===== config.mk =====
export PLATFORM = sky130hd
export DESIGN_NAME = cam_capture
export DESIGN_NICKNAME = d
export VERILOG_FILES = /design/src/rtl/cam_pkg.sv /design/src/rtl/cam_sync_cond.sv /design/src/rtl/cam_pack.sv /design/src/rtl/cam_irq.sv /design/src/rtl/cam_capture.sv
export SDC_FILE = /design/constraint.sdc
export NUM_CORES = 1
export LEC_CHECK = 0
export ABC_AREA = 1
export BUFFER_PORTS_ARGS = -buffer_cell sky130_fd_sc_hd__buf_4
export CAP_MARGIN = 20
export CORE_MARGIN = 1
export CORE_UTILIZATION = 25
export CTS_CLUSTER_SIZE = 16
export DETAILED_ROUTE_END_ITERATION = 12
export PLACE_DENSITY = 0.4
export SLEW_MARGIN = 5
export SYNTH_ARGS = -nofsm -noshare
export SYNTH_HDL_FRONTEND = slang
export SYNTH_SLANG_ARGS = --single-unit
export TNS_END_PERCENT = 5

===== constraint.sdc =====
create_clock -name clk_i -period 2.6 [get_ports clk_i]
set_input_delay 0.39 -clock clk_i [delete_from_list [all_inputs] [get_ports clk_i]]
set_output_delay 0.39 -clock clk_i [all_outputs]
set_load 0.1 [all_outputs]

===== src/rtl/cam_pkg.sv =====
package cam_pkg;
  localparam int DW      = 16;
  localparam int BW      = 8;
  localparam int NB      = DW / BW;
  localparam int THR_W   = 3;
  localparam int LEN_W   = 16;
  localparam int LINE_W  = 6;
  localparam int INT_W   = 4;
  localparam int INT_EOF = 2;
  localparam int INT_LN  = 3;

  typedef struct packed {
    logic              start;
    logic              inv_pclk;
    logic              inv_de;
    logic              inv_hs;
    logic              inv_vs;
    logic              filt_en;
    logic [THR_W-1:0]  filt_thr;
    logic              sync3;
    logic              wide;
    logic              vs_eof;
    logic              stop_en;
    logic              byte_swap;
    logic              bit_rev;
    logic [LEN_W-1:0]  rec_len;
    logic [LINE_W-1:0] line_num;
  } cam_cfg_t;
endpackage


===== src/rtl/cam_sync_cond.sv =====
module cam_sync_cond
  import cam_pkg::*;
(
  input  logic          clk_i,
  input  logic          rst_ni,
  input  logic          clr_i,
  input  cam_cfg_t      cfg_i,
  input  logic          pclk_i,
  input  logic          de_i,
  input  logic          hs_i,
  input  logic          vs_i,
  input  logic [DW-1:0] data_i,
  output logic          tick_o,
  output logic          vs_o,
  output logic          hs_o,
  output logic          de_o,
  output logic [DW-1:0] data_o,
  output logic          vs_rise_o,
  output logic          vs_fall_o
);
  logic             pclk_q, pclk_p, de_q, hs_q, vs_q, vs_f, rise_q, fall_q;
  logic [DW-1:0]    data_q;
  logic [THR_W-1:0] cnt_q, thr;

  assign thr    = cfg_i.filt_en ? cfg_i.filt_thr : '0;
  assign tick_o = pclk_q & ~pclk_p;

  always_ff @(posedge clk_i or negedge rst_ni) begin
    if (!rst_ni) begin
      {pclk_q, pclk_p, de_q, hs_q, vs_q, vs_f, rise_q, fall_q} <= '0;
      data_q <= '0;
      cnt_q  <= '0;
    end else if (clr_i) begin
      {pclk_q, pclk_p, de_q, hs_q, vs_q, vs_f, rise_q, fall_q} <= '0;
      data_q <= '0;
      cnt_q  <= '0;
    end else begin
      pclk_q <= pclk_i ^ cfg_i.inv_pclk;
      pclk_p <= pclk_q;
      de_q   <= de_i ^ cfg_i.inv_de;
      hs_q   <= hs_i ^ cfg_i.inv_hs;
      vs_q   <= vs_i ^ cfg_i.inv_vs;
      data_q <= data_i;
      rise_q <= 1'b0;
      fall_q <= 1'b0;
      if (tick_o) begin
        if (vs_q == vs_f) cnt_q <= '0;
        else if (cnt_q >= thr) begin
          vs_f   <= vs_q;
          cnt_q  <= '0;
          rise_q <= vs_q;
          fall_q <= ~vs_q;
        end else cnt_q <= cnt_q + 1'b1;
      end
    end
  end

  assign vs_o      = vs_f;
  assign hs_o      = cfg_i.sync3 ? hs_q : de_q;
  assign de_o      = de_q;
  assign data_o    = data_q;
  assign vs_rise_o = rise_q;
  assign vs_fall_o = fall_q;

  // filtered sync moves only on an active edge
  a_r6_vs_moves_on_tick: assert property (@(posedge clk_i) disable iff (!rst_ni)
    (!tick_o && !clr_i) |=> $stable(vs_f));
  a_r6_edge_pulses_exclusive: assert property (@(posedge clk_i) disable iff (!rst_ni)
    !(rise_q && fall_q));
endmodule


===== src/rtl/cam_pack.sv =====
module cam_pack
  import cam_pkg::*;
(
  input  logic          clk_i,
  input  logic          rst_ni,
  input  logic          clr_i,
  input  cam_cfg_t      cfg_i,
  input  logic          tick_i,
  input  logic          vs_i,
  input  logic          hs_i,
  input  logic          de_i,
  input  logic [DW-1:0] data_i,
  input  logic          frame_start_i,
  input  logic          fifo_full_i,
  output logic          valid_o,
  output logic [DW-1:0] data_o,
  output logic          cnt_eof_o
);
  logic            accept, word_rdy, phase_q, done_q;
  logic [BW-1:0]   lo_q;
  logic [DW-1:0]   word_raw, word_swp, word_out;
  logic [LEN_W-1:0] bytes_q;
  logic [LEN_W:0]  bytes_sum;

  assign accept = tick_i & cfg_i.start & vs_i & hs_i & de_i & ~done_q
                & ~(cfg_i.stop_en & fifo_full_i);
  assign word_rdy  = accept & (cfg_i.wide | phase_q);
  assign word_raw  = cfg_i.wide ? data_i : {data_i[BW-1:0], lo_q};
  assign bytes_sum = {1'b0, bytes_q} + (LEN_W+1)'(NB);

  always_comb begin
    word_swp = word_raw;
    if (cfg_i.byte_swap)
      for (int b = 0; b < NB; b++) word_swp[b*BW +: BW] = word_raw[(NB-1-b)*BW +: BW];
    word_out = word_swp;
    if (cfg_i.bit_rev)
      for (int b = 0; b < NB; b++)
        for (int i = 0; i < BW; i++) word_out[b*BW+i] = word_swp[b*BW+BW-1-i];
  end

  always_ff @(posedge clk_i or negedge rst_ni) begin
    if (!rst_ni) begin
      {valid_o, cnt_eof_o, phase_q, done_q} <= '0;
      lo_q <= '0; data_o <= '0; bytes_q <= '0;
    end else if (clr_i) begin
      {valid_o, cnt_eof_o, phase_q, done_q} <= '0;
      lo_q <= '0; data_o <= '0; bytes_q <= '0;
    end else begin
      valid_o   <= 1'b0;
      cnt_eof_o <= 1'b0;
      if (frame_start_i) begin
        bytes_q <= '0;
        phase_q <= 1'b0;
        done_q  <= 1'b0;
      end else if (accept) begin
        if (!cfg_i.wide) begin
          phase_q <= ~phase_q;
          if (!phase_q) lo_q <= data_i[BW-1:0];
        end
        if (word_rdy) begin
          valid_o <= 1'b1;
          data_o  <= word_out;
          bytes_q <= bytes_sum[LEN_W-1:0];
          if (!cfg_i.vs_eof && bytes_sum >= {1'b0, cfg_i.rec_len}) begin
            cnt_eof_o <= 1'b1;
            done_q    <= 1'b1;
          end
        end
      end
    end
  end

  // a full FIFO with stop enabled yields no word
  a_r11_stall_on_full: assert property (@(posedge clk_i) disable iff (!rst_ni)
    (tick_i && cfg_i.stop_en && fifo_full_i) |=> !valid_o);
  // words only follow an active pixel edge
  a_r3_word_after_tick: assert property (@(posedge clk_i) disable iff (!rst_ni)
    valid_o |-> $past(tick_i));
endmodule


===== src/rtl/cam_irq.sv =====
module cam_irq
  import cam_pkg::*;
(
  input  logic             clk_i,
  input  logic             rst_ni,
  input  logic             clr_i,
  input  cam_cfg_t         cfg_i,
  input  logic             tick_i,
  input  logic             vs_i,
  input  logic             hs_i,
  input  logic             frame_start_i,
  input  logic             eof_i,
  input  logic [INT_W-1:0] ena_i,
  input  logic [INT_W-1:0] wclr_i,
  output logic [INT_W-1:0] st_o,
  output logic             irq_o
);
  localparam logic [INT_W-1:0] MASK = (INT_W'(1) << INT_EOF) | (INT_W'(1) << INT_LN);

  logic              hs_p, line_end, line_evt;
  logic [LINE_W-1:0] cnt_q;
  logic [INT_W-1:0]  st_q, set_v, st_nxt;

  assign line_end = tick_i & cfg_i.start & vs_i & hs_p & ~hs_i;
  assign line_evt = line_end & (cfg_i.line_num != '0) & (cnt_q + 1'b1 == cfg_i.line_num);

  always_comb begin
    set_v = '0;
    set_v[INT_EOF] = eof_i;
    set_v[INT_LN]  = line_evt;
    st_nxt = (set_v | (st_q & ~wclr_i)) & MASK;
  end

  always_ff @(posedge clk_i or negedge rst_ni) begin
    if (!rst_ni) begin
      hs_p <= 1'b0; cnt_q <= '0; st_q <= '0;
    end else if (clr_i) begin
      hs_p <= 1'b0; cnt_q <= '0; st_q <= '0;
    end else begin
      st_q <= st_nxt;
      if (tick_i) hs_p <= hs_i;
      if (frame_start_i) cnt_q <= '0;
      else if (line_evt) cnt_q <= '0;
      else if (line_end) cnt_q <= cnt_q + 1'b1;
    end
  end

  assign st_o  = st_q;
  assign irq_o = |(st_q & ena_i & MASK);

  // line status can only rise inside a frame
  a_r10_line_in_frame: assert property (@(posedge clk_i) disable iff (!rst_ni)
    $rose(st_q[INT_LN]) |-> $past(vs_i));
  // write-one clears end-of-frame status
  a_r13_clear_eof: assert property (@(posedge clk_i) disable iff (!rst_ni)
    (wclr_i[INT_EOF] && !eof_i) |=> !st_q[INT_EOF]);
endmodule


===== src/rtl/cam_capture.sv =====
module cam_capture
  import cam_pkg::*;
(
  input  logic              clk_i,
  input  logic              rst_ni,
  input  logic              update_i,
  input  logic              soft_rst_i,
  input  logic              start_i,
  input  logic              inv_pclk_i,
  input  logic              inv_de_i,
  input  logic              inv_hs_i,
  input  logic              inv_vs_i,
  input  logic              vs_filt_en_i,
  input  logic [THR_W-1:0]  vs_filt_thr_i,
  input  logic              sync3_mode_i,
  input  logic              wide_i,
  input  logic              vs_eof_en_i,
  input  logic [LEN_W-1:0]  rec_len_i,
  input  logic [LINE_W-1:0] line_num_i,
  input  logic              stop_en_i,
  input  logic              byte_swap_i,
  input  logic              bit_rev_i,
  input  logic [INT_W-1:0]  int_ena_i,
  input  logic [INT_W-1:0]  int_clr_i,
  input  logic              pclk_i,
  input  logic              de_i,
  input  logic              hs_i,
  input  logic              vs_i,
  input  logic [DW-1:0]     data_i,
  input  logic              fifo_full_i,
  output logic              pix_valid_o,
  output logic [DW-1:0]     pix_data_o,
  output logic              eof_o,
  output logic [INT_W-1:0]  int_st_o,
  output logic              irq_o
);
  cam_cfg_t      cfg_q, cfg_d;
  logic          tick, vs_f, hs_e, de_e, vs_rise, vs_fall, cnt_eof;
  logic [DW-1:0] data_q;

  always_comb begin
    cfg_d.start     = start_i;
    cfg_d.inv_pclk  = inv_pclk_i;
    cfg_d.inv_de    = inv_de_i;
    cfg_d.inv_hs    = inv_hs_i;
    cfg_d.inv_vs    = inv_vs_i;
    cfg_d.filt_en   = vs_filt_en_i;
    cfg_d.filt_thr  = vs_filt_thr_i;
    cfg_d.sync3     = sync3_mode_i;
    cfg_d.wide      = wide_i;
    cfg_d.vs_eof    = vs_eof_en_i;
    cfg_d.stop_en   = stop_en_i;
    cfg_d.byte_swap = byte_swap_i;
    cfg_d.bit_rev   = bit_rev_i;
    cfg_d.rec_len   = rec_len_i;
    cfg_d.line_num  = line_num_i;
  end

  always_ff @(posedge clk_i or negedge rst_ni) begin
    if (!rst_ni) cfg_q <= '0;
    else if (update_i) cfg_q <= cfg_d;
  end

  cam_sync_cond u_cond (
    .clk_i, .rst_ni, .clr_i(soft_rst_i), .cfg_i(cfg_q),
    .pclk_i, .de_i, .hs_i, .vs_i, .data_i,
    .tick_o(tick), .vs_o(vs_f), .hs_o(hs_e), .de_o(de_e), .data_o(data_q),
    .vs_rise_o(vs_rise), .vs_fall_o(vs_fall)
  );

  cam_pack u_pack (
    .clk_i, .rst_ni, .clr_i(soft_rst_i), .cfg_i(cfg_q),
    .tick_i(tick), .vs_i(vs_f), .hs_i(hs_e), .de_i(de_e), .data_i(data_q),
    .frame_start_i(vs_rise), .fifo_full_i,
    .valid_o(pix_valid_o), .data_o(pix_data_o), .cnt_eof_o(cnt_eof)
  );

  assign eof_o = (cfg_q.vs_eof & cfg_q.start & vs_fall) | cnt_eof;

  cam_irq u_irq (
    .clk_i, .rst_ni, .clr_i(soft_rst_i), .cfg_i(cfg_q),
    .tick_i(tick), .vs_i(vs_f), .hs_i(hs_e), .frame_start_i(vs_rise),
    .eof_i(eof_o), .ena_i(int_ena_i), .wclr_i(int_clr_i),
    .st_o(int_st_o), .irq_o
  );

  // end of frame is a single-cycle pulse
  a_r8_eof_single: assert property (@(posedge clk_i) disable iff (!rst_ni)
    eof_o |=> !eof_o);
  // no word while the latched start bit is clear
  a_r2_idle_silent: assert property (@(posedge clk_i) disable iff (!rst_ni)
    !cfg_q.start |=> !pix_valid_o);
endmodule


# --- Yosys cells after proc, flatten, opt, wreduce, memory -nomap -nowiden ---
# Cells that the tools add are included.
totals:
  reg_bits: 119
  output_inout_bits: 23
classes:
  add_sub_neg: 3
  n_lt_le_gt_ge: 2
  n_eq_ne: 7
  muxes: 65
  bitwise: 31
  reduce_logical: 18
op_table:
  columns: ["operator", "n"]
  rows:
  - ["2-to-1 mux 16 bit", 12]
  - ["2-to-1 mux 8 bit", 5]
  - ["2-to-1 mux 1 bit", 38]
  - ["2-to-1 mux 6 bit", 4]
  - ["adder 16 x 2 -> 17 bit (second input constant)", 1]
  - ["greater-or-equal comparator 17 x 16 -> 1 bit", 1]
  - ["AND 1 bit", 15]
  - ["2-to-1 mux 3 bit", 5]
  - ["AND reduction 3 bit", 3]
  - ["nonzero test 3 bit", 3]
  - ["AND 4 bit", 2]
  - ["!= test 2 bit (second input constant)", 4]
  - ["nonzero test 2 bit", 4]
  - ["adder 6 x 1 -> 6 bit (second input constant)", 1]
  - ["== test 6 bit", 1]
  - ["inverter 1 bit", 6]
  - ["nonzero test 6 bit", 1]
  - ["2-to-1 mux 4 bit", 1]
  - ["inverter 4 bit", 1]
  - ["OR 4 bit", 1]
  - ["AND reduction 2 bit", 2]
  - ["AND reduction 4 bit", 1]
  - ["nonzero test 4 bit", 1]
  - ["bitwise XOR 1 bit", 4]
  - ["8 further kinds", 9]

# --- Longest topological paths before layout ---
logic_depth:
  depth_word: 13
  ltp_mapped: 20
  depth_no_buf: 20

# --- Cells and area by module ---
# From an unflattened synthesis, not the netlist that was laid out.
hier_totals:
  hier_cells: 803
  area_unflattened_um2: 6451.2
by_module_without_submodules:
  columns: ["mod", "instances", "cells_per_inst", "area_per_inst_um2", "seq_area_each_um2"]
  rows:
  - ["cam_pack", 1, 414, 3181.8, 1076.0]
  - ["cam_capture", 1, 159, 1426.4, 925.9]
  - ["cam_sync_cond", 1, 124, 1146.1, 675.6]
  - ["cam_irq", 1, 106, 696.9, 225.2]

# --- Worst setup path before layout ---
# OpenSTA, ideal clock, no wires.
synth_path:
  path_type: "register to output"
  start: "register u_irq.st_q[2], in the netlist u_irq.st_o[2]"
  end: "output irq_o"
  arrival_ps: 1820
  t_required_ps: 2210
  setup_slack_ps: 390
  stages_incl_launch_ff: 2
  path_buffers: 0
  cell_sequence: "dfrtp_1 -> a22o_1"
synth_between:
  elab_chain_cells: 2
synth_rtl:
  columns: ["element", "line_no", "source"]
  rows:
  - ["start: declaration", "cam_irq.sv:22", "logic [INT_W-1:0] st_q, set_v, st_nxt;"]
  - ["start signal: assignment", "cam_irq.sv:40", "st_q <= st_nxt;"]
  - ["AND 4 bit", "cam_irq.sv:49", "assign irq_o = |(st_q & ena_i & MASK);"]
  - ["OR reduction 2 bit", "cam_irq.sv:49", null]
  - ["end: declaration", "cam_capture.sv:35", "output logic irq_o"]
# Every way passes these cells.

# --- Worst setup path in the final report ---
layout_path:
  start: "register u_pack.bytes_q[4]"
  end: "register u_pack.done_q"
layout_between:
  elab_chain_cells: 5
layout_rtl:
  columns: ["element", "line_no", "source"]
  rows:
  - ["start: declaration", "cam_pack.sv:22", "logic [LEN_W-1:0] bytes_q;"]
  - ["start signal: assignment", "cam_pack.sv:63", "bytes_q <= bytes_sum[LEN_W-1:0];"]
  - ["adder 16 x 2 -> 17 bit", "cam_pack.sv:29", "assign bytes_sum = {1'b0, bytes_q} + (LEN_W+1)'(NB);"]
  - ["greater-or-equal comparator 17 x 16 -> 1 bit", "cam_pack.sv:64", "if (!cfg_i.vs_eof && bytes_sum >= {1'b0, cfg_i.rec_len}) begin"]
  - ["logical AND 1 bit", "cam_pack.sv:64", null]
  - ["nonzero test 3 bit (no source line)", null, null]
  - ["AND reduction 3 bit (no source line)", null, null]
  - ["end signal: assignment", "cam_pack.sv:46", "{valid_o, cnt_eof_o, phase_q, done_q} <= '0;"]
  - ["end signal: assignment", "cam_pack.sv:54", "done_q <= 1'b0;"]
  - ["end signal: assignment", "cam_pack.sv:66", "done_q <= 1'b1;"]
  - ["end: declaration", "cam_pack.sv:19", "logic accept, word_rdy, phase_q, done_q;"]
# Every way passes these cells.
# A chain may end at the register's enable or synchronous reset.

==> impl_metrics.yaml <==
min_path:
  hold_class: "input pin to register"
  worst_hold_path.num_cells: 3
power_and_ir_drop:
  irDropWorstVdd_uv: 378
  p_sw_mw: 1.20
  p_sw_share_pct: 23.7
  power.density_nw_per_um2: 660
  p_int_mw: 3.87
  clkPwrFrac_pct: 52.4
  seqPwrFrac_pct: 38.3
  p_leak_nw: 3.88
  p_total_mw: 5.06
  power_frac_comb_pct: 9.3
yosys:
  synth_top_area_cell: "dfrtp_1"
  synthCells: 731
  synth_area_leaders: "dfrtp_1, nand2_1, inv_1, o21ai_0, ha_1"
  avgSynthCellArea_um2: 8.20
  syn_area_um2: 5990
  ys_types: 34
  synth-seq-area-share_pct: 48.4
  synth.yosys.warnings: 0
  synth_seq_cells: 116
  yosysTopAreaCellShare_pct: 48.4
clock_network:
  clockBufferDepth: 2
  cts_buffers: 17
  clock_sinks: 116
  clk_pin_slew_ps: 60
  htree_num_levels: 4
  clk_latency_ps: 420
  cts_tree: "built"
  cts_root_buffer: "clkbuf_16"
floorplanning:
  core_area_um2: 23500
  die_h_um: 157
  initial_core_util_pct: 25.5
  ios: 93
  dieArea_um2: 24600
  rows: 56
  die_w_um: 157
route:
  vias: 4898
  ant_nets: 0
  drt_pass1_iterations: 5
  viasPerCell: 4.26
  routed_wirelength_mm: 15.0
  wire_per_inst_um: 13.1
  dr.first_iter.drc_count: 197
  drc: 0
placement:
  io_buffers: 86
  place.gp.congestion: 0.748
  dp_hpwl_mm: 10.8
  placed_cells: 1118
  dp_slack_ps: 117
timing:
  hold_viol_final: 0
  slew_violations: 0
  tns_ps: 0
  fin_ws_ps: 261
  worst_pin_slew_ps: 808
  fin_crit_sh_pct: 90.0
  fin_crit_ps: 2340
  fmax_mhz: 427
  grt_setup_unrepaired: "false"
  skew_ps: 6.91
  setup_viol: 0
  slew_headroom_pct: 46.1
global_route:
  gr-total-overflow: 0
  grt_usage_pct: 13.3
  grt_pass1_vias: 4875
  grt_max_degree: 63
  grt_pass1_wl_mm: 25.1
  antenna_found_initial: 0
setup_path:
  critPathBufInv: 2
  crit_top_cell: "nand2_1"
  critPathLaunchType: "register"
  slowest_delay_ps: 380
  cp.arrival_ps: 2700
  crit_slowest_cell: "dfrtp_1"
  path_class: "register to register"
  end_kind: "register"
  crit_chain: "nand2_1 > inv_1 > nand2_1 > nor2_2 > nand2_1 > nor2_1 > xor2_1 > inv_1 > ha_1 > nand3_1 > nor2_1 > nand3_1 > nand3_1 > nand2_1 > nand3_1 > nand2_1 > nand2_1"
  cp_top_family: "simple AND/OR/NAND/NOR gates"
  rr_worst_depth: 17
  cp.depth: 17
  required_ps: 2960
  cp_max_fo: 3
layout:
  instances_no_fill: 1151
  n_antenna_cell: 0
  fin_nets: 911
  area_delta_synth_final_pct: 28.0
  drive_gt1_share_pct: 19.1
  num-fill-cells: 2461
job:
  cap_viol_max_count: 0
run_status:
  status: "finished, final reports clean"
## kinds of logic after synthesis
logic type,after synthesis,share of synthesized area [%]
simple gates,316,22.6
buf+inv,134,9.19
compound gates,117,11.0
flops,116,48.4
fa+ha+maj,21,4.39
xor+xnor,14,2.05
mux,12,2.26
other cells,1,0.0626
## final timing paths
check	startpoint	to	slack (ps)
hold / removal	rec_len_i[8]	cfg_q[14]	180
setup reg to reg	u_pack.bytes_q[4]	u_pack.done_q	260
setup / recovery	u_pack.bytes_q[4]	u_pack.done_q	260
max in group asynchronous	rst_ni	u_irq.cnt_q[4]	1350
min in group asynchronous	rst_ni	u_pack.data_o[8]	470
hold reg to reg	u_pack.phase_q	u_pack.phase_q	460
## synthesized netlist by cell type
master,count
and2_1,1
o21ai_0,64
ha_1,21
nor3_1,1
inv_1,101
a21oi_1,15
mux2_2,12
nand4_2,1
buf_6,1
buf_2,4
clkinv_1,4
nor3_4,1
or2_1,1
buf_12,1
buf_4,5
a21o_1,1
xor2_1,7
nor2_1,70
nand4_1,7
dfrtp_1,116
o211ai_1,16
nand2_2,1
nand2_1,180
clkbuf_1,18
nand3_1,41
nor3b_1,1
a31o_2,1
nand3b_1,1
conb_1,1
nand3_2,10
a22o_1,1
xnor2_1,7
a31oi_1,10
o22ai_1,9
## layer usage
layer  global-route usage, %  part of all wire [%]
met5                       0                     0
met4                    5.32                   1.2
met3                    3.07                   4.1
met2                    20.0                    44
met1                    18.3                    51
## through the flow
stage | hold slack, ps | cell area [um^2] | util, %
finish | 175 | 7670 | 32.7
global route | 160 | 7670 | 32.7
CTS | 154 | 7640 | 32.5
detailed placement | 382 | 6970 | 29.7
global placement | 385 | 6970 | 29.7
floorplan | 94.4 | 6000 | -
## worst min-delay path, cell delays in order
cell	delay [ps]
buf_4	80
nand2_1	40
o21ai_0	50
## power by group through the flow
stage / registers, mW / logic, mW / clock network [mW]
finish: 1.94 / 0.469 / 2.65
global route: 1.95 / 0.542 / 2.81
CTS: 1.94 / 0.482 / 2.73
detailed placement: 1.97 / 0.480 / 0
global placement: 1.97 / 0.475 / 0
floorplan: 1.95 / 0.290 / 0
## layout make-up
type	instances	area, um^2	area share (%)
clock buffer	22	484	6.31
tap	319	399	5.20
multi-input combinational	482	2570	33.5
sequential	116	2900	37.8
clock inverter	9	174	2.27
timing repair buffer	98	751	9.78
inverter	105	394	5.14
## registers in the layout (all words and copies together), names as in the netlist, 2 cells and up
signal and count:
u_pack.lo_q 8, u_cond.cnt_q 3, cfg_q 37, u_cond.data_o 16, u_pack.bytes_q 15, u_pack.data_o 16, u_irq.st_o 2, u_irq.cnt_q 6
## cell usage in the layout, fill, tap and decap left out, types with 2 or more instances in the layout
cell,synthesis,final
buf_4,5,96
xor2_1,7,7
nand3_1,41,41
clkinv_2,0,3
a31oi_1,10,10
ha_1,21,20
clkinv_1,4,4
xnor2_1,7,7
nand2_1,180,178
conb_1,1,2
mux2_2,12,12
nand4_1,7,7
o21ai_0,64,62
nand2_2,1,3
o21ai_1,0,2
dfrtp_1,116,116
o22ai_1,9,9
bufinv_16,0,5
nor2_1,70,67
a21oi_1,15,15
nor2_4,0,2
clkbuf_16,0,17
nand3_2,10,10
clkbuf_8,0,4
o211ai_1,16,16
inv_1,101,101
## repair_timing
| action | 4_1_cts | 5_1_grt |
|---|---|---|
| endpoints found under the setup margin | 0 | 2 |
| setup buffers | 0 | 1 |
| hold endpoints to repair | 30 | 0 |
| gates resized for setup | 0 | 10 |
| hold buffers | 1 | 0 |
(Power assumes the default switching activity.)
